[config.mk]
export PLATFORM = sky130hd
export DESIGN_NAME = clk_div_calc
export DESIGN_NICKNAME = d
export VERILOG_FILES = /design/src/rtl/clkcalc_pkg.sv /design/src/rtl/clkcalc_dp.sv /design/src/rtl/clkcalc_ctrl.sv /design/src/rtl/clk_div_calc.sv
export SDC_FILE = /design/constraint.sdc
export NUM_CORES = 1
export LEC_CHECK = 0
export BUFFER_PORTS_ARGS = -buffer_cell sky130_fd_sc_hd__clkbuf_2
export CORE_ASPECT_RATIO = 1.1
export CORE_UTILIZATION = 45
export CTS_BUF_LIST = sky130_fd_sc_hd__clkbuf_8
export CTS_CLUSTER_DIAMETER = 100
export DETAILED_ROUTE_END_ITERATION = 7
export GPL_ROUTABILITY_DRIVEN = 0
export PLACE_DENSITY = 0.66
export SETUP_SLACK_MARGIN = 0.02
export SLEW_MARGIN = 20
export SYNTH_ARGS = -nofsm -noshare
export SYNTH_HDL_FRONTEND = slang
export SYNTH_HIERARCHICAL = 1
export SYNTH_SLANG_ARGS = --single-unit
[constraint.sdc]
create_clock -name clk -period 9.6 [get_ports clk]
set_clock_uncertainty 0.2 [all_clocks]
set_input_delay 1.44 -clock clk [delete_from_list [all_inputs] [get_ports clk]]
set_output_delay 1.44 -clock clk [all_outputs]
set_load 0.05 [all_outputs]
[src/rtl/clkcalc_pkg.sv]
package clkcalc_pkg;
  // strobes from the control FSM to the datapath
  typedef struct packed {
    logic capture;
    logic init1;
    logic divStep;
    logic takeCeil;
    logic foldStep;
    logic init2;
    logic commit;
  } calc_cmd_t;

  // conditions reported back to the control FSM
  typedef struct packed {
    logic zeroReq;
    logic foldNeed;
    logic expOver;
  } calc_stat_t;
endpackage

[src/rtl/clkcalc_dp.sv]
module clkcalc_dp
  import clkcalc_pkg::*;
#(
  parameter int FREQ_W  = 32,
  parameter int OSC_HZ  = 24_000_000,
  parameter int PLL_HZ  = 600_000_000,
  parameter int DIV_MAX = 16,
  parameter int EXP_MAX = 3,
  parameter int LOW_BAND_HZ  = 400_000,
  parameter int MID_BAND_HZ  = 25_000_000,
  parameter int HIGH_BAND_HZ = 52_000_000,
  localparam int DIV_W = $clog2(DIV_MAX + 1),
  localparam int EXP_W = $clog2(EXP_MAX + 1)
) (
  input  logic              clk,
  input  logic              rst_n,
  input  calc_cmd_t         cmd,
  output calc_stat_t        stat,
  input  logic [FREQ_W-1:0] reqHz,
  input  logic              newMode,
  input  logic              ddrMode,
  input  logic              calMode,
  output logic              srcSel,
  output logic [EXP_W-1:0]  preExp,
  output logic [DIV_W-1:0]  linDiv,
  output logic [2:0]        oclkDly,
  output logic [2:0]        sclkDly,
  output logic              dlyApply,
  output logic              postDiv,
  output logic [FREQ_W-1:0] achievedHz
);
  localparam int SW = FREQ_W + 2;
  localparam logic [FREQ_W-1:0] OSC_V = FREQ_W'(OSC_HZ);
  localparam logic [FREQ_W-1:0] PLL_V = FREQ_W'(PLL_HZ);

  logic [SW-1:0]     scaledQ, denQ, remQ;
  logic [FREQ_W-1:0] quoQ, divVal;
  logic [EXP_W:0]    expN;
  logic              newQ, ddrQ, calQ;

  logic              srcIsPll, fits, applied;
  logic [FREQ_W-1:0] srcV, ceilVal;
  logic [SW:0]       remShift, remNext;
  logic [2:0]        oBand, sBand;
  logic [1:0]        shAmt;

  assign shAmt    = {1'b0, newMode} + {1'b0, ddrMode};
  assign srcIsPll = scaledQ > SW'(OSC_HZ);
  assign srcV     = srcIsPll ? PLL_V : OSC_V;
  assign remShift = {remQ, quoQ[FREQ_W-1]};
  assign fits     = remShift >= {1'b0, denQ};
  assign remNext  = fits ? remShift - {1'b0, denQ} : remShift;
  assign ceilVal  = quoQ + FREQ_W'(remQ != '0);
  assign applied  = !newQ && !calQ;

  assign stat.zeroReq  = (scaledQ == '0);
  assign stat.foldNeed = divVal > FREQ_W'(DIV_MAX);
  assign stat.expOver  = expN > (EXP_W + 1)'(EXP_MAX);

  always_comb begin
    if (scaledQ <= SW'(LOW_BAND_HZ)) begin
      oBand = 3'd0; sBand = 3'd0;
    end else if (scaledQ <= SW'(MID_BAND_HZ)) begin
      oBand = 3'd0; sBand = 3'd5;
    end else if (scaledQ <= SW'(HIGH_BAND_HZ)) begin
      oBand = 3'd3; sBand = 3'd4;
    end else begin
      oBand = 3'd1; sBand = 3'd4;
    end
  end

  // working registers: request, shared divider, fold stage
  always_ff @(posedge clk or negedge rst_n) begin
    if (!rst_n) begin
      scaledQ <= '0; denQ <= '0; remQ <= '0; quoQ <= '0;
      divVal <= '0; expN <= '0; newQ <= 1'b0; ddrQ <= 1'b0; calQ <= 1'b0;
    end else begin
      if (cmd.capture) begin
        scaledQ <= SW'(reqHz) << shAmt;
        newQ <= newMode; ddrQ <= ddrMode; calQ <= calMode;
      end
      if (cmd.init1) begin
        remQ <= '0; quoQ <= srcV; denQ <= scaledQ;
      end
      if (cmd.divStep) begin
        quoQ <= {quoQ[FREQ_W-2:0], fits};
        remQ <= remNext[SW-1:0];
      end
      if (cmd.takeCeil) begin
        divVal <= ceilVal; expN <= '0;
      end
      if (cmd.foldStep) begin
        expN   <= expN + 1'b1;
        divVal <= FREQ_W'((divVal + 1'b1) >> 1);
      end
      if (cmd.init2) begin
        remQ <= '0; quoQ <= srcV >> expN; denQ <= SW'(divVal);
      end
    end
  end

  // result registers, written only on a successful commit
  always_ff @(posedge clk or negedge rst_n) begin
    if (!rst_n) begin
      srcSel <= 1'b0; preExp <= '0; linDiv <= '0; oclkDly <= '0;
      sclkDly <= '0; dlyApply <= 1'b0; postDiv <= 1'b0; achievedHz <= '0;
    end else if (cmd.commit) begin
      srcSel     <= srcIsPll;
      preExp     <= expN[EXP_W-1:0];
      linDiv     <= divVal[DIV_W-1:0];
      oclkDly    <= applied ? oBand : 3'd0;
      sclkDly    <= applied ? sBand : 3'd0;
      dlyApply   <= applied;
      postDiv    <= ddrQ;
      achievedHz <= quoQ;
    end
  end


  lin_div_range_chk: assert property (@(posedge clk) disable iff (!rst_n)
    cmd.commit |=> (linDiv >= DIV_W'(1) && linDiv <= DIV_W'(DIV_MAX)));


  settings_hold_chk: assert property (@(posedge clk) disable iff (!rst_n)
    !cmd.commit |=> ($stable(linDiv) && $stable(preExp) && $stable(srcSel)
                     && $stable(achievedHz) && $stable(oclkDly)));


  achieved_bound_chk: assert property (@(posedge clk) disable iff (!rst_n)
    cmd.commit |=> (achievedHz <= (srcSel ? PLL_V : OSC_V)));
endmodule

[src/rtl/clkcalc_ctrl.sv]
module clkcalc_ctrl
  import clkcalc_pkg::*;
#(
  parameter int FREQ_W = 32
) (
  input  logic       clk,
  input  logic       rst_n,
  input  logic       start,
  input  calc_stat_t stat,
  output calc_cmd_t  cmd,
  output logic       busy,
  output logic       done,
  output logic       err
);
  localparam int CNT_W = $clog2(FREQ_W);
  localparam logic [CNT_W-1:0] LAST = CNT_W'(FREQ_W - 1);

  typedef enum logic [2:0] {
    S_IDLE, S_CHECK, S_DIV1, S_CEIL, S_FOLD, S_DIV2, S_FIN, S_FAIL
  } state_t;

  state_t state, nextState;
  logic [CNT_W-1:0] stepCnt;
  logic inDiv;

  assign inDiv = (state == S_DIV1) || (state == S_DIV2);
  assign busy  = (state != S_IDLE);

  always_comb begin
    cmd = '0;
    nextState = state;
    case (state)
      S_IDLE:  if (start) begin cmd.capture = 1'b1; nextState = S_CHECK; end
      S_CHECK: if (stat.zeroReq) nextState = S_FAIL;
               else begin cmd.init1 = 1'b1; nextState = S_DIV1; end
      S_DIV1:  begin cmd.divStep = 1'b1; if (stepCnt == LAST) nextState = S_CEIL; end
      S_CEIL:  begin cmd.takeCeil = 1'b1; nextState = S_FOLD; end
      S_FOLD:  if (stat.expOver) nextState = S_FAIL;
               else if (stat.foldNeed) cmd.foldStep = 1'b1;
               else begin cmd.init2 = 1'b1; nextState = S_DIV2; end
      S_DIV2:  begin cmd.divStep = 1'b1; if (stepCnt == LAST) nextState = S_FIN; end
      S_FIN:   begin cmd.commit = 1'b1; nextState = S_IDLE; end
      S_FAIL:  nextState = S_IDLE;
      default: nextState = S_IDLE;
    endcase
  end

  always_ff @(posedge clk or negedge rst_n) begin
    if (!rst_n) begin
      state <= S_IDLE; stepCnt <= '0; done <= 1'b0; err <= 1'b0;
    end else begin
      state   <= nextState;
      stepCnt <= (inDiv && stepCnt != LAST) ? stepCnt + 1'b1 : '0;
      done    <= (state == S_FIN) || (state == S_FAIL);
      if (state == S_FIN)  err <= 1'b0;
      if (state == S_FAIL) err <= 1'b1;
    end
  end


  done_pulse_chk: assert property (@(posedge clk) disable iff (!rst_n)
    done |=> !done);


  done_idle_chk: assert property (@(posedge clk) disable iff (!rst_n)
    done |-> !busy);
endmodule

[src/rtl/clk_div_calc.sv]
module clk_div_calc
  import clkcalc_pkg::*;
#(
  parameter int FREQ_W  = 32,
  parameter int OSC_HZ  = 24_000_000,
  parameter int PLL_HZ  = 600_000_000,
  parameter int DIV_MAX = 16,
  parameter int EXP_MAX = 3,
  localparam int DIV_W = $clog2(DIV_MAX + 1),
  localparam int EXP_W = $clog2(EXP_MAX + 1)
) (
  input  logic              clk,
  input  logic              rst_n,
  input  logic              start,
  input  logic [FREQ_W-1:0] reqHz,
  input  logic              newMode,
  input  logic              ddrMode,
  input  logic              calMode,
  output logic              busy,
  output logic              done,
  output logic              err,
  output logic              srcSel,
  output logic [EXP_W-1:0]  preExp,
  output logic [DIV_W-1:0]  linDiv,
  output logic [2:0]        oclkDly,
  output logic [2:0]        sclkDly,
  output logic              dlyApply,
  output logic              postDiv,
  output logic [FREQ_W-1:0] achievedHz
);
  calc_cmd_t  cmd;
  calc_stat_t stat;

  clkcalc_ctrl #(.FREQ_W(FREQ_W)) u_ctrl (
    .clk(clk), .rst_n(rst_n), .start(start), .stat(stat), .cmd(cmd),
    .busy(busy), .done(done), .err(err)
  );

  clkcalc_dp #(
    .FREQ_W(FREQ_W), .OSC_HZ(OSC_HZ), .PLL_HZ(PLL_HZ),
    .DIV_MAX(DIV_MAX), .EXP_MAX(EXP_MAX)
  ) u_dp (
    .clk(clk), .rst_n(rst_n), .cmd(cmd), .stat(stat),
    .reqHz(reqHz), .newMode(newMode), .ddrMode(ddrMode), .calMode(calMode),
    .srcSel(srcSel), .preExp(preExp), .linDiv(linDiv),
    .oclkDly(oclkDly), .sclkDly(sclkDly), .dlyApply(dlyApply),
    .postDiv(postDiv), .achievedHz(achievedHz)
  );
endmodule

## Word-level counts from Yosys, hierarchy flattened

Cells that the tools add are included.

| storage, ports and cells | value |
|---|---|
| bits in registers | 230 |
| latch bits | 0 |
| memory bits (writable) | 0 |
| ROM bits | 0 |
| input port bits | 38 |
| output and inout bits | 51 |
| logic and storage cells | 108 |
| memories | 0 |

| operators by class | value |
|---|---|
| $add $sub $neg | 6 |
| multiply operators | 0 |
| divide/modulo/power cells | 0 |
| $lt $le $gt $ge | 7 |
| equal/unequal tests | 13 |
| shift operators | 2 |
| mux-type cells | 42 |
| bitwise logic cells | 0 |
| reduce and logical (&&, ||, !) cells | 17 |

Operators by type and width:

| cell | number |
|---|---|
| $mux W34 | 6 |
| $mux W32 | 5 |
| $mux W3 | 13 |
| $ge A35 B34 Y1 | 1 |
| $gt A34 B25 Y1 const B | 1 |
| $le A34 B19 Y1 const B | 1 |
| $le A34 B25 Y1 const B | 1 |
| $le A34 B26 Y1 const B | 1 |
| $logic_not A34 Y1 | 1 |
| $reduce_bool A34 Y1 | 1 |
| $shl A32 B2 Y34 | 1 |
| $sub A34 B34 Y34 | 1 |
| $add A32 B1 Y32 | 1 |
| $add A32 B1 Y32 const B | 1 |
| $gt A32 B5 Y1 const B | 1 |
| $shr A32 B3 Y32 | 1 |
| $mux W30 | 1 |
| $pmux W3 S7 | 1 |
| $eq A3 B3 Y1 const B | 4 |
| $mux W1 | 12 |
| $eq A3 B2 Y1 const B | 2 |
| $mux W2 | 3 |
| $ne A2 B2 Y1 const B | 3 |
| $reduce_bool A2 Y1 | 3 |
| other kinds (16) | 21 |

## Depth between registers and ports, before layout

Gate-level depths: netlist of the first run.

| logic depth | value |
|---|---|
| depth after elaboration | 6 |
| gate-level depth with buffers | 15 |
| mapped depth without buffers | 15 |

## By module

The synthesis of the first run kept the hierarchy.

By module, submodules not included:

| module | times used | cells an instance | area an instance (sq um) | seq. area each (sq um) |
|---|---|---|---|---|
| clkcalc_dp | 1 | 1493 | 13929.6 | 5455.2 |
| clkcalc_ctrl | 1 | 54 | 525.5 | 250.2 |

## Least setup slack after synthesis of the first run

No wires, ideal clock.

| path | value |
|---|---|
| kind | input port to flip-flop |
| start | in newMode |
| end | reg u_dp.scaledQ[12] |
| setup time | 125 ps |
| arrival time | 3523 ps |
| data required time | 9275 ps |
| setup slack | 5753 ps |
| stages | 5 |
| buffers on the path | 2 |
| path through | ha_1 clkbuf_1 buf_1 mux4_2 mux2_2 |

| between the ends | value |
|---|---|
| word-level cells in the longest chain between the ends | 2 |

RTL lines:

| what | RTL line | source |
|---|---|---|
| start: declaration | clk_div_calc.sv:16 | `input logic newMode,` |
| $add A1 B1 Y2 | clkcalc_dp.sv:47 | `assign shAmt = {1'b0, newMode} + {1'b0, ddrMode};` |
| $shl A32 B2 Y34 | clkcalc_dp.sv:79 | `scaledQ <= SW'(reqHz) << shAmt;` |
| end signal: assignment | clkcalc_dp.sv:79 |  |
| end: declaration | clkcalc_dp.sv:36 | `logic [SW-1:0] scaledQ, denQ, remQ;` |

No other way between the ends.
A chain may end at the register's enable or synchronous reset.

==> summary.md, run 1 <==
| Metric | Value |
|---|---|
| P&R area growth vs syn | `10.9%` |
| #FFs+latches synth | `roughly 230` |
| Max Slew Vio Count | `0` |
| Rows | `68` |
| First-pass GRT wire length | `~63000 um` |
| Outcome | `finished clean` |
| Die height | `~190 um` |
| Clk_lat worst skew | `roughly 0.56 ns` |
| Post-Synth XOR/XNOR Area | `5.33%` |
| Hold-fix buffers, CTS | `0` |
| Area of the multi-input gates | `0.00816 mm^2` |
| Slew @ Worst Pin | `between 0.9 and 1 ns` |
| CP Launch Type | `flip-flop` |
| Number of CTS-inserted buffers | `41` |
| Core area | `0.0315 mm^2` |
| CP Class | `reg2reg` |
| Die ar. | `about 0.033 mm^2` |
| CTS Sinks | `228` |
| Post-synth top area share | `roughly two fifths` |
| Max Cap Viol | `0` |
| Layout cells sized above 1 | `roughly 17%` |
| Synth async-reset ratio | `100%` |
| CP Cell Sequence | `nor4_1 > nand4_1 > nor4_1 > nand4_1 > nor4b_2 > buf_4 > nor2b_1 > a21oi_1 > o21a_1 > a31oi_1` |
| Cell taking the most area after synthesis | `dfrtp_1` |
| Syn Area/Cell | `9.34 um^2` |
| Post-CTS sizing | `0` |
| Buf+Inv Stages, Crit Path | `1` |
| Post-Route WL | `approximately 39000 um` |
| Slowest cell on crit path | `buf_4` |
| Largest family of logic cells by synthesized area | `compound AO/OA/AOI/OAI gates` |
| Clock Path Buffers | `3` |
| Min cycle time layout | `4.07 ns` |
| Layout fillers | `2930` |
| Slowest stage delay, CP | `between 0.7 and 0.8 ns` |
| GRT Util Overall | `approximately a quarter` |
| DRT Pass-1 Iters | `5` |
| Mapped Cells | `~1500` |
| Overflow left after global routing | `0` |
| DP Wirelength | `27400 um` |
| Final Cycle Share | `a little over two fifths` |
| CP top delay family | `simple AND/OR/NAND/NOR gates` |
| Worst setup EP type | `flip-flop` |
| Pwr dens | `approximately 120 mW/mm^2` |
| Compound-cell area share of the yosys netlist | `15.9%` |
| Die W | `173 um` |
| Area share of and/or/nand/nor cells after synthesis | `between 10% and 20%` |
| Vias/cell | `5.81` |
| Max FO, Critical Path | `92` |
| Antenna diode count | `0` |
| VDD IR max | `around 82 uV` |
| Largest net degree at the start of global routing | `107` |
| Yosys cell types | `about 80` |
| Max_slew headroom | `between 30% and 40%` |
| Post-Synth Adder-Cell Area | `between 4 and 5%` |
| Max Fclk | `0.246 GHz` |
| Vias in the first global route | `between 10000 and 15000` |
| Top cells by area, synth | `dfrtp_1, mux2_2, mux2i_1, nand2_1, ha_1` |
| Final ANT Viol Nets | `0` |
| Initial core utilization | `a little under half` |
| Pleak | `~7.3 nW` |
| Setup TNS | `0 ns` |
| Fin nets | `around 1700` |
| Routed vias | `about 12000` |
| Dominant cell by count in the synthesized netlist | `dfrtp_1` |
| Boundary pin count | `between 80 and 90` |
| Register Area | `0.00571 mm^2` |
| Post-synth EDFFs | `0` |
| Worst reg-to-reg setup slack | `around 5.5 ns` |
| CP required | `just under 10 ns` |
| Postcts setup bufs | `0` |
| Final Hold Viols | `0` |
| Initial antenna violation count | `0` |
| CTS tree | `done` |
| Final Util | `roughly half` |
| RSZ-0062 raised after global routing | `false` |
| Setup Viol. Count Final | `0` |
| WL per Instance | `approximately 19 um` |
| YS warnings | `6` |
| Seq/Total Area, Yosys | `between 30% and 40%` |
| Synthesized area | `~0.014 mm^2` |
| WP data arrival | `around 4.3 ns` |
| IO buf count | `86` |
| Top_reg_cell synth | `dfrtp_1` |
| DRC | `0` |
| Clk root buf | `clkbuf_8` |
| Clock Pin Slew Worst Setup and Hold Paths | `roughly 0.060 ns` |
| Post-synth top cells | `dfrtp_1, nand2_1, o21ai_0` |
| Clock H-tree levels | `2` |
| Worst hold path type | `reg2reg` |
| Initial DRC Count | `1216` |
| Post-synthesis mux area share | `between 10 and 15%` |
==> layout by cell type (no fill, tap or decap), drive strengths merged, types with 9 or more instances in the layout <==
master / n
dfrtp: 228
nand2: 176
o21ai: 143
clkbuf: 137
nor2: 109
inv: 88
a21oi: 81
mux2: 77
mux2i: 68
ha: 51
xnor2: 47
nand3: 42
xor2: 41
mux4: 25
a21o: 24
nor4: 24
nor3: 23
and3: 20
nand4: 18
a31oi: 14
and2: 11
a211oi: 10
a2bb2oi: 10
buf: 10
nor2b: 9
o21a: 9
nand2b: 9
==> worst register-to-register path: stages (launching register included) <==
cell	delay (ns)
dfrtp_1	0.45
nor4_1	0.39
nand4_1	0.14
nor4_1	0.36
nand4_1	0.23
nor4b_2	0.25
buf_4	0.73
nor2b_1	0.72
a21oi_1	0.15
o21a_1	0.20
a31oi_1	0.16
==> cell families (layout without fill, tap and decap cells) <==
logic type	after synthesis	in the layout
AND/OR/NAND/NOR	478	478
AO/OA/AOI/OAI	366	366
flip-flops	228	228
multiplexers	170	170
buffers and inverters	164	244
XOR/XNOR	88	88
adder cells (fa/ha/maj)	52	52
other	1	2
==> power breakdown <==
part | internal [W] | leakage [nW] | switching [W] | total [W]
Combinational | 0.0000347 | 3.72 | 0.0000439 | 0.0000786
Clock | 0.000518 | 0.494 | 0.000421 | 0.000939
Sequential | 0.000961 | 3.08 | 0 | 0.000961
Total | 0.00151 | 7.30 | 0.000465 | 0.00198
==> final cells by class <==
class,instances,area share (%)
inverter,73,1.71
sequential,228,35.6
timing repair buffer,95,3.17
multi-input combinational,1156,50.9
clock inverter,24,0.866
clock buffer,52,4.46
tap,420,3.28
==> registers in the layout, summed over array words and instances, names as in the netlist, 2 cells and up <==
name and flops:
u_dp/expN 3, u_dp/preExp 2, u_dp/divVal 32, u_ctrl/state 3, u_dp/linDiv 5, u_dp/denQ 34
u_ctrl/stepCnt 5, u_dp/sclkDly 2, u_dp/achievedHz 32, u_dp/quoQ 32, u_dp/remQ 34, u_dp/oclkDly 2
u_dp/scaledQ 34
==> through the flow <==
stage	hold WS (ns)	std cells	area, um^2	setup WS [ns]	total power [W]
after floorplan	0.231	1548	14500	5.75	0.00102
after global placement	0.245	1972	15200	5.28	0.00106
after detailed placement	0.258	1972	15200	5.59	0.00106
after CTS	0.265	2048	16000	5.58	0.00201
after global routing	0.304	2048	16000	5.14	0.00206
final	0.264	2048	16000	5.53	0.00198
==> final timing paths <==
kind                                        startpoint                     endpoint  cells after the start
setup reg to reg           u_dp/divVal[26]$_DFFE_PN0P_    u_dp/quoQ[14]$_DFFE_PN0P_                     10
min in group asynchronous                        rst_n    u_dp/remQ[29]$_DFFE_PN0P_                      1
hold / removal             u_ctrl/stepCnt[0]$_DFF_PN0_  u_ctrl/stepCnt[0]$_DFF_PN0_                      1
setup / recovery           u_dp/divVal[26]$_DFFE_PN0P_    u_dp/quoQ[14]$_DFFE_PN0P_                     10
max in group asynchronous                        rst_n  u_ctrl/stepCnt[1]$_DFF_PN0_                      2
hold reg to reg            u_ctrl/stepCnt[0]$_DFF_PN0_  u_ctrl/stepCnt[0]$_DFF_PN0_                      1
==> routing by layer <==
| layer | GRT usage [%] | up-vias | wire, um |
|---|---|---|---|
| li1 | - | 5681 | - |
| met1 | 33.7 | 5806 | 17700 |
| met2 | 37.8 | 346 | 17900 |
| met3 | 3.26 | 61 | 2150 |
| met4 | 8.34 | 0 | 949 |
| met5 | 0 | - | 0 |
No activity file was read; power rests on OpenSTA's default activity.
==> run 2, diff against run 1 <==
--- a/config.mk
+++ b/config.mk
@@ -5,6 +5,7 @@
 export SDC_FILE = /design/constraint.sdc
 export NUM_CORES = 1
 export LEC_CHECK = 0
+export ABC_AREA = 1
 export BUFFER_PORTS_ARGS = -buffer_cell sky130_fd_sc_hd__clkbuf_2
 export CORE_ASPECT_RATIO = 1.1
 export CORE_UTILIZATION = 45
@@ -12,7 +13,7 @@
 export CTS_CLUSTER_DIAMETER = 100
 export DETAILED_ROUTE_END_ITERATION = 7
 export GPL_ROUTABILITY_DRIVEN = 0
-export PLACE_DENSITY = 0.66
+export PLACE_DENSITY = 0.68
 export SETUP_SLACK_MARGIN = 0.02
 export SLEW_MARGIN = 20
 export SYNTH_ARGS = -nofsm -noshare
==> constraint.sdc (replaced) <==
create_clock -name clk -period 3.7 [get_ports clk]
set_clock_uncertainty 0.2 [all_clocks]
set_input_delay 0.555 -clock clk [delete_from_list [all_inputs] [get_ports clk]]
set_output_delay 0.555 -clock clk [all_outputs]
set_load 0.05 [all_outputs]
==> run 2 against run 1 <==
Net effect:
- critical endpoint is now u_dp/divVal[10]$_DFFE_PN0P_
- synthesized cell count increased by 51%
- global-route usage increased by 5.0 points
- count of clock-buffer cells in the layout decreased by 2
- die area increased by 9.4%
- critical path depth increased by 3
- sequential power increased to 5.0 times the previous value
- worst hold slack got worse by 0.23 ns
- sequential share of layout area decreased by 3.1 points
- the flow now finishes with violations (DRC)
- wire length increased by 32%
- synthesized area increased by 9.5%
==> summary.md, run 2 <==
| Metric | Value |
|---|---|
| Outcome | `complete, but fails checks` |
| Failing checks | `DRC` |
| Vias in the first global route | `15336 (+33%)` |
| Vias/cell | `5.64 (-2.9%)` |
| CTS Sinks | `228 (unchanged)` |
| Mapped Cells | `2340 (+51%)` |
| CP Class | `reg2reg` |
| Worst reg-to-reg setup slack | `0.30 ns (-5.22 ns)` |
| Post-Route WL | `51200 um (+32%)` |
| Synth async-reset ratio | `100% (unchanged)` |
| Initial core utilization | `46.0% (+0.12 points)` |
| Clock Path Buffers | `3 (unchanged)` |
| Dominant cell by count in the synthesized netlist | `nand2_1` |
| Postcts setup bufs | `0 (unchanged)` |
| Slew @ Worst Pin | `0.956 ns (+0.0514 ns)` |
| Layout cells sized above 1 | `9.72% (-7.7 points)` |
| First-pass GRT wire length | `82700 um (+31%)` |
| GRT Util Overall | `28.9% (+5.0 points)` |
| Post-synth EDFFs | `0 (unchanged)` |
| Hold-fix buffers, CTS | `2 (+2)` |
| Worst hold slack | `0.0334 ns (-0.230 ns)` |
| P&R area growth vs syn | `11.0%` |
| Max Cap Viol | `0 (unchanged)` |
| Initial antenna violation count | `0 (unchanged)` |
| Max Fclk | `0.294 GHz (+20%)` |
| WL per Instance | `17.7 um (-6.3%)` |
| Max_slew headroom | `36.3% (-3.4 points)` |
| Seq/Total Area, Yosys | `36.1% (-3.4 points)` |
| Die W | `181 um (+4.6%)` |
| Max Slew Vio Count | `0 (unchanged)` |
| Core area | `0.0344 mm^2 (+9.2%)` |
| Setup Viol. Count Final | `0 (unchanged)` |
| CTS tree | `done` |
| Largest net degree at the start of global routing | `123 (+15%)` |
| Most common cell after layout, fill and taps aside | `nand2_1` |
| DP Wirelength | `39500 um (+44%)` |
| Synthesized area | `0.0158 mm^2 (+9.5%)` |
| #FFs+latches synth | `228 (unchanged)` |
| DRC | `6 (+6)` |
| Pleak | `8.94 nW (+23%)` |
| Boundary pin count | `89 (unchanged)` |
| VDD IR max | `592 uV (+620%)` |
| Post-synth top cells | `nand2_1, inv_1, dfrtp_1` |
| Antenna diode count | `0 (unchanged)` |
| Min cycle time layout | `3.40 ns (-0.675 ns)` |
| RSZ-0062 raised after global routing | `false` |
| Final Cycle Share | `91.8% (+49 points)` |
| CP Launch Type | `flip-flop` |
| Setup TNS | `0 ns (unchanged)` |
| Yosys cell types | `53 (-35%)` |
| Clk root buf | `clkbuf_8` |
| Top_reg_cell synth | `dfrtp_1` |
| Overflow left after global routing | `0 (unchanged)` |
| Top cells by area, synth | `dfrtp_1, nand2_1, inv_1, nand3_1, nor2_1` |
| Die ar. | `0.0359 mm^2 (+9.4%)` |
| Routed vias | `16278 (+37%)` |
| Clock H-tree levels | `2 (unchanged)` |
| DRT Pass-1 Iters | `8 (+3)` |
| CP required | `3.87 ns (-5.99 ns)` |
| Clk_lat worst skew | `0.57 ns (about the same)` |
| Die height | `199 um (+4.6%)` |
| IO buf count | `86 (unchanged)` |
| Max FO, Critical Path | `4 (-96%)` |
| Cell taking the most area after synthesis | `dfrtp_1` |
| Post-CTS sizing | `0 (unchanged)` |
| Regs by FF count | `u_dp/denQ (34), u_dp/remQ (34), u_dp/scaledQ (34)` |
| Commonest non-fill, non-tap cells in the layout | `nand2_1, inv_1, dfrtp_1, nor2_1, nand3_1` |
| Rows | `71 (+4.4%)` |
| Clock Pin Slew Worst Setup and Hold Paths | `0.07 ns (about the same)` |
| Initial DRC Count | `1945 (+60%)` |
| WP data arrival | `3.57 ns (-0.76 ns)` |
| YS warnings | `6 (unchanged)` |
| Fin nets | `2513 (+49%)` |
| Syn Area/Cell | `6.76 um^2 (-28%)` |
| Final Hold Viols | `0 (unchanged)` |
| Pwr dens | `1020 mW/mm^2 (+730%)` |
| Worst setup EP type | `flip-flop` |
| Number of CTS-inserted buffers | `37 (-9.8%)` |
| Post-synth top area share | `36.1% (-3.4 points)` |
| Worst hold path type | `in2reg` |
| Final ANT Viol Nets | `0 (unchanged)` |
## run 2: cell types whose count changed after synthesis, sizes merged, moves of 29 or more
| cell | before | now |
|---|---|---|
| nand2 | 176 | 730 |
| inv | 73 | 361 |
| nand3 | 42 | 174 |
| mux2 | 77 | 0 |
| nor2 | 109 | 186 |
| mux2i | 68 | 0 |
| o22ai | 6 | 42 |
| nand4 | 18 | 47 |
| xnor2 | 47 | 18 |
## run 2: worst paths after layout
kind	startpoint	to	cells after the start
worst max-delay path	u_dp/remQ[31]$_DFFE_PN0P_	u_dp/divVal[10]$_DFFE_PN0P_	13
worst min-delay path	ddrMode	u_dp/ddrQ$_DFFE_PN0P_	3
worst max register to register	u_dp/remQ[31]$_DFFE_PN0P_	u_dp/divVal[10]$_DFFE_PN0P_	13
worst min register to register	u_ctrl/stepCnt[0]$_DFF_PN0_	u_ctrl/stepCnt[0]$_DFF_PN0_	1
max in group asynchronous	rst_n	u_dp/denQ[28]$_DFFE_PN0P_	3
min in group asynchronous	rst_n	u_dp/achievedHz[20]$_DFFE_PN0P_	2
## run 2: cell type report
cell class,instances,area [um^2]
Tap cell,438,548
Multi-Input combinational cell,1667,8380
Sequential cell,228,5710
Inverter,363,1360
Clock inverter,15,120
Clock buffer,50,688
Timing Repair Buffer,126,771
Fill cell,3372,16800
## run 2: stage by stage
step           total power [W]  cells  instance area [um^2]  util (%)  worst slack (ns)
4_1_cts                 0.0177   2887                 17600      51.1             0.429
6_report                0.0179   2887                 17600      51.1             0.304
3_5_place_dp            0.0152   2820                 16700      48.7             0.449
5_1_grt                 0.0193   2887                 17600      51.1            0.0802
3_3_place_gp            0.0151   2820                 16700      48.7             0.470
2_1_floorplan           0.0122   2341                 15800         -              1.05
## run 2: kinds of logic after synthesis
kind of cell / after synthesis / synth area share (%)
buffers and inverters: 446 / 11.1
DFF: 228 / 36.1
xor gates and xnor gates: 51 / 2.82
and+or+nand+nor: 1211 / 32.7
AOI/OAI and AO/OA: 351 / 13.1
adders and majority gates: 52 / 4.16
other: 1 / 0.0237
## run 2: critical path, stage by stage, from the launching register on
cell and delay (ns):
dfrtp_1 0.40, inv_1 0.08, nand4_1 0.13, nor4_1 0.50, nand4_1 0.28, ha_1 0.31
ha_1 0.26, nand2_1 0.12, nor2_1 0.08, nand2_1 0.15, nor2_1 0.12, a21o_1 0.17
o311ai_0 0.17, o211ai_1 0.23
## run 2: where the power goes
part           total (W)  switching (W)  internal, W  leakage (nW)
logic             0.0107        0.00741      0.00326          5.70
registers        0.00483        0.00117      0.00366          2.80
clock network    0.00241        0.00107      0.00134         0.442
total             0.0179        0.00965      0.00826          8.94
## run 2: routing by layer
metal	global-route usage, %	vias up	wire [um]
met1	40.1	7442	22300
met3	4.38	171	4680
met5	0	-	0
li1	-	7759	-
met4	12.6	0	2320
met2	44.8	906	21900
==> run 3, diff against run 2 <==
--- a/config.mk
+++ b/config.mk
@@ -13,6 +13,8 @@
 export CTS_CLUSTER_DIAMETER = 100
 export DETAILED_ROUTE_END_ITERATION = 7
 export GPL_ROUTABILITY_DRIVEN = 0
+export GPL_TIMING_DRIVEN = 0
+export HOLD_SLACK_MARGIN = 0.08
 export PLACE_DENSITY = 0.68
 export SETUP_SLACK_MARGIN = 0.02
 export SLEW_MARGIN = 20
==> run 3 against run 2 <==
Net effect:
- first-iteration DRC count fell by 1.5%
- count of clock-buffer cells in the layout rose by 3
- register-to-register slack got worse by 0.23 ns
- via count rose by 2.5%
- final cell count rose by 2.3%
- non-clock buffer count rose by 55
- the run now ends clean
- setup slack got worse by 0.23 ns
- critical path depth rose by 1
- sequential power barely moved
- utilization rose by 1.1 points
==> summary.md, run 3 (synthesis gave the netlist of run 2 again) <==
| Metric | Value |
|---|---|
| Outcome | `finished clean` |
| Layout cells sized above 1 | `9.67% (-0.049 points)` |
| Slowest stage delay, CP | `0.41 ns (-0.09 ns)` |
| Post-Route WL | `53600 um (+4.7%)` |
| IO buf count | `86 (unchanged)` |
| Slowest cell on crit path | `dfrtp_1` |
| Initial antenna violation count | `1 (+1)` |
| Clk_lat worst skew | `0.59 ns (+0.02 ns)` |
| CP Class | `reg2reg` |
| DRC | `0 (-6)` |
| WL per Instance | `18.1 um (+2.4%)` |
| Final Hold Viols | `0 (unchanged)` |
| Final ANT Viol Nets | `0 (unchanged)` |
| Tot Pwr | `0.0185 W (+3.2%)` |
| Overflow left after global routing | `0 (unchanged)` |
| Hold Crit Depth | `5 (+2)` |
| R2R cell count | `14 (+1)` |
| Largest net degree at the start of global routing | `77 (-37%)` |
| Worst setup EP type | `flip-flop` |
| Die ar. | `0.0359 mm^2 (unchanged)` |
| Vias in the first global route | `15987 (+4.2%)` |
| Clock Pin Slew Worst Setup and Hold Paths | `0.07 ns (about the same)` |
| Core area | `0.0344 mm^2 (unchanged)` |
| Met2 GRT Util | `48.2% (+3.4 points)` |
| Routed vias | `16688 (+2.5%)` |
| Die W | `181 um (unchanged)` |
| Slew @ Worst Pin | `0.753 ns (-0.203 ns)` |
| M3 GR Usage | `6.54% (+2.2 points)` |
| Fin nets | `2572 (+2.3%)` |
| Max Slew Vio Count | `0 (unchanged)` |
| DRT Pass-1 Iters | `7 (-1)` |
| Pleak | `9.11 nW (+1.8%)` |
| CP Launch Type | `flip-flop` |
| RSZ-0062 raised after global routing | `false` |
| Pwr dens | `1030 mW/mm^2 (+0.90%)` |
| Number of CTS-inserted buffers | `41 (+11%)` |
| GRT Util Overall | `30.2% (+1.3 points)` |
| Boundary pin count | `89 (unchanged)` |
| Max Cap Viol | `0 (unchanged)` |
| Post-DP Area | `0.0169 mm^2 (+0.93%)` |
| Min cycle time layout | `3.63 ns (+0.231 ns)` |
| Place WS | `-0.708 ns (-1.16 ns)` |
| Commonest non-fill, non-tap cells in the layout | `nand2_1, inv_1, dfrtp_1, nor2_1, nand3_1` |
| DP Wirelength | `42200 um (+6.8%)` |
| Design Area, Final | `0.0180 mm^2 (+2.3%)` |
| Placed insts | `2868 (+1.7%)` |
| Rows | `71 (unchanged)` |
| Clock Path Buffers | `3 (unchanged)` |
| Area of the multi-input gates | `0.00840 mm^2 (+0.30%)` |
| Final Cycle Share | `98.0% (+6.2 points)` |
| CP required | `3.94 ns (+0.07 ns)` |
| Max FO, Critical Path | `10 (+6)` |
| Buf+Inv Stages, Crit Path | `6 (+5)` |
| Final worst slack | `0.0732 ns (-0.231 ns)` |
| Layout Cells excl Fill | `2952 (+2.3%)` |
| Most common cell after layout, fill and taps aside | `nand2_1` |
| CP top delay family | `simple AND/OR/NAND/NOR gates` |
| Layout fillers | `3404 (+0.95%)` |
| Initial DRC Count | `1915 (-1.5%)` |
| Register Area | `0.00571 mm^2 (unchanged)` |
| Vias/cell | `5.65 (+0.26%)` |
| VDD IR max | `645 uV (+9.0%)` |
| WP data arrival | `3.86 ns (+0.29 ns)` |
| Worst hold path type | `in2reg` |
| Met1 usage | `39.1% (-0.98 points)` |
| Max Fclk | `0.276 GHz (-6.4%)` |
| CP Cell Sequence | `nor2_2 > inv_1 > nor3_1 > nand4_1 > nor4_4 > nor3_1 > clkbuf_1 > nor2_1 > inv_2 > nor2_4 > buf_4 > buf_4 > clkbuf_2 > a22oi_1` |
| CTS tree | `done` |
| Die height | `199 um (unchanged)` |
| Initial core utilization | `46.0% (unchanged)` |
| Max_slew headroom | `49.8% (+14 points)` |
| Clock H-tree levels | `2 (unchanged)` |
| Regs by FF count | `u_dp/denQ (34), u_dp/remQ (34), u_dp/scaledQ (34)` |
| CTS Sinks | `228 (unchanged)` |
| CP Depth | `14 (+1)` |
| First-pass GRT wire length | `85100 um (+2.9%)` |
| Setup Viol. Count Final | `0 (unchanged)` |
| Clk root buf | `clkbuf_8` |
| Global route hottest layer | `met2` |
| P&R area growth vs syn | `13.5%` |
## run 3: worst paths after layout
kind	to	slack [ns]	start
setup / recovery	u_dp/quoQ[13]$_DFFE_PN0P_	0.07	u_dp/scaledQ[15]$_DFFE_PN0P_
hold / removal	u_dp/scaledQ[5]$_DFFE_PN0P_	0.12	reqHz[4]
setup reg to reg	u_dp/quoQ[13]$_DFFE_PN0P_	0.07	u_dp/scaledQ[15]$_DFFE_PN0P_
hold reg to reg	u_ctrl/stepCnt[0]$_DFF_PN0_	0.27	u_ctrl/stepCnt[0]$_DFF_PN0_
max in group asynchronous	u_dp/denQ[28]$_DFFE_PN0P_	2.30	rst_n
min in group asynchronous	u_dp/achievedHz[1]$_DFFE_PN0P_	0.28	rst_n
## run 3: where the power goes
group          total [W]  internal [W]  switching (W)  leakage, nW
clock            0.00270       0.00157        0.00113        0.514
combinational     0.0109       0.00337        0.00755         5.79
sequential       0.00486       0.00366        0.00119         2.80
## run 3: through the flow
| stage | utilization (%) | TNS (ns) | hold WS (ns) |
|---|---|---|---|
| 2_1_floorplan | - | 0 | 0.0594 |
| 3_5_place_dp | 49.2 | -32.31 | 0.260 |
| 6_report | 52.3 | 0 | 0.124 |
| 3_3_place_gp | 48.9 | -647.01 | 0.243 |
| 4_1_cts | 52.1 | 0 | 0.122 |
| 5_1_grt | 52.3 | 0 | 0.135 |
## run 3: worst min-delay path, cell delays in order
cell      delay (ns)
clkbuf_2        0.09
nand2_1         0.05
nand2_1         0.05
inv_1           0.06
o21ai_0         0.07
## run 3: layout make-up
class,count,area share (%)
clock buffers,53,4.06
well taps,438,3.05
repair buffers,98,3.36
flip-flops and latches,228,31.8
clock inverters,21,1.11
inverters,363,7.59
multi-input cells,1667,46.8
plain buffers,83,2.30
diodes,1,0.0139
## run 3: per-layer routing
layer	up-vias	routed length (um)
li1	7897	-
met3	178	5210
met5	-	0
met4	0	2560
met1	7702	22300
met2	911	23500
## run 3: repair_timing
item	4_1_cts	5_1_grt
setup buffers	0	3
endpoints found under the setup margin	96	98
hold buffers	6	0
hold endpoints to repair	44	0
pin swaps	0	1
resized for setup	7	20
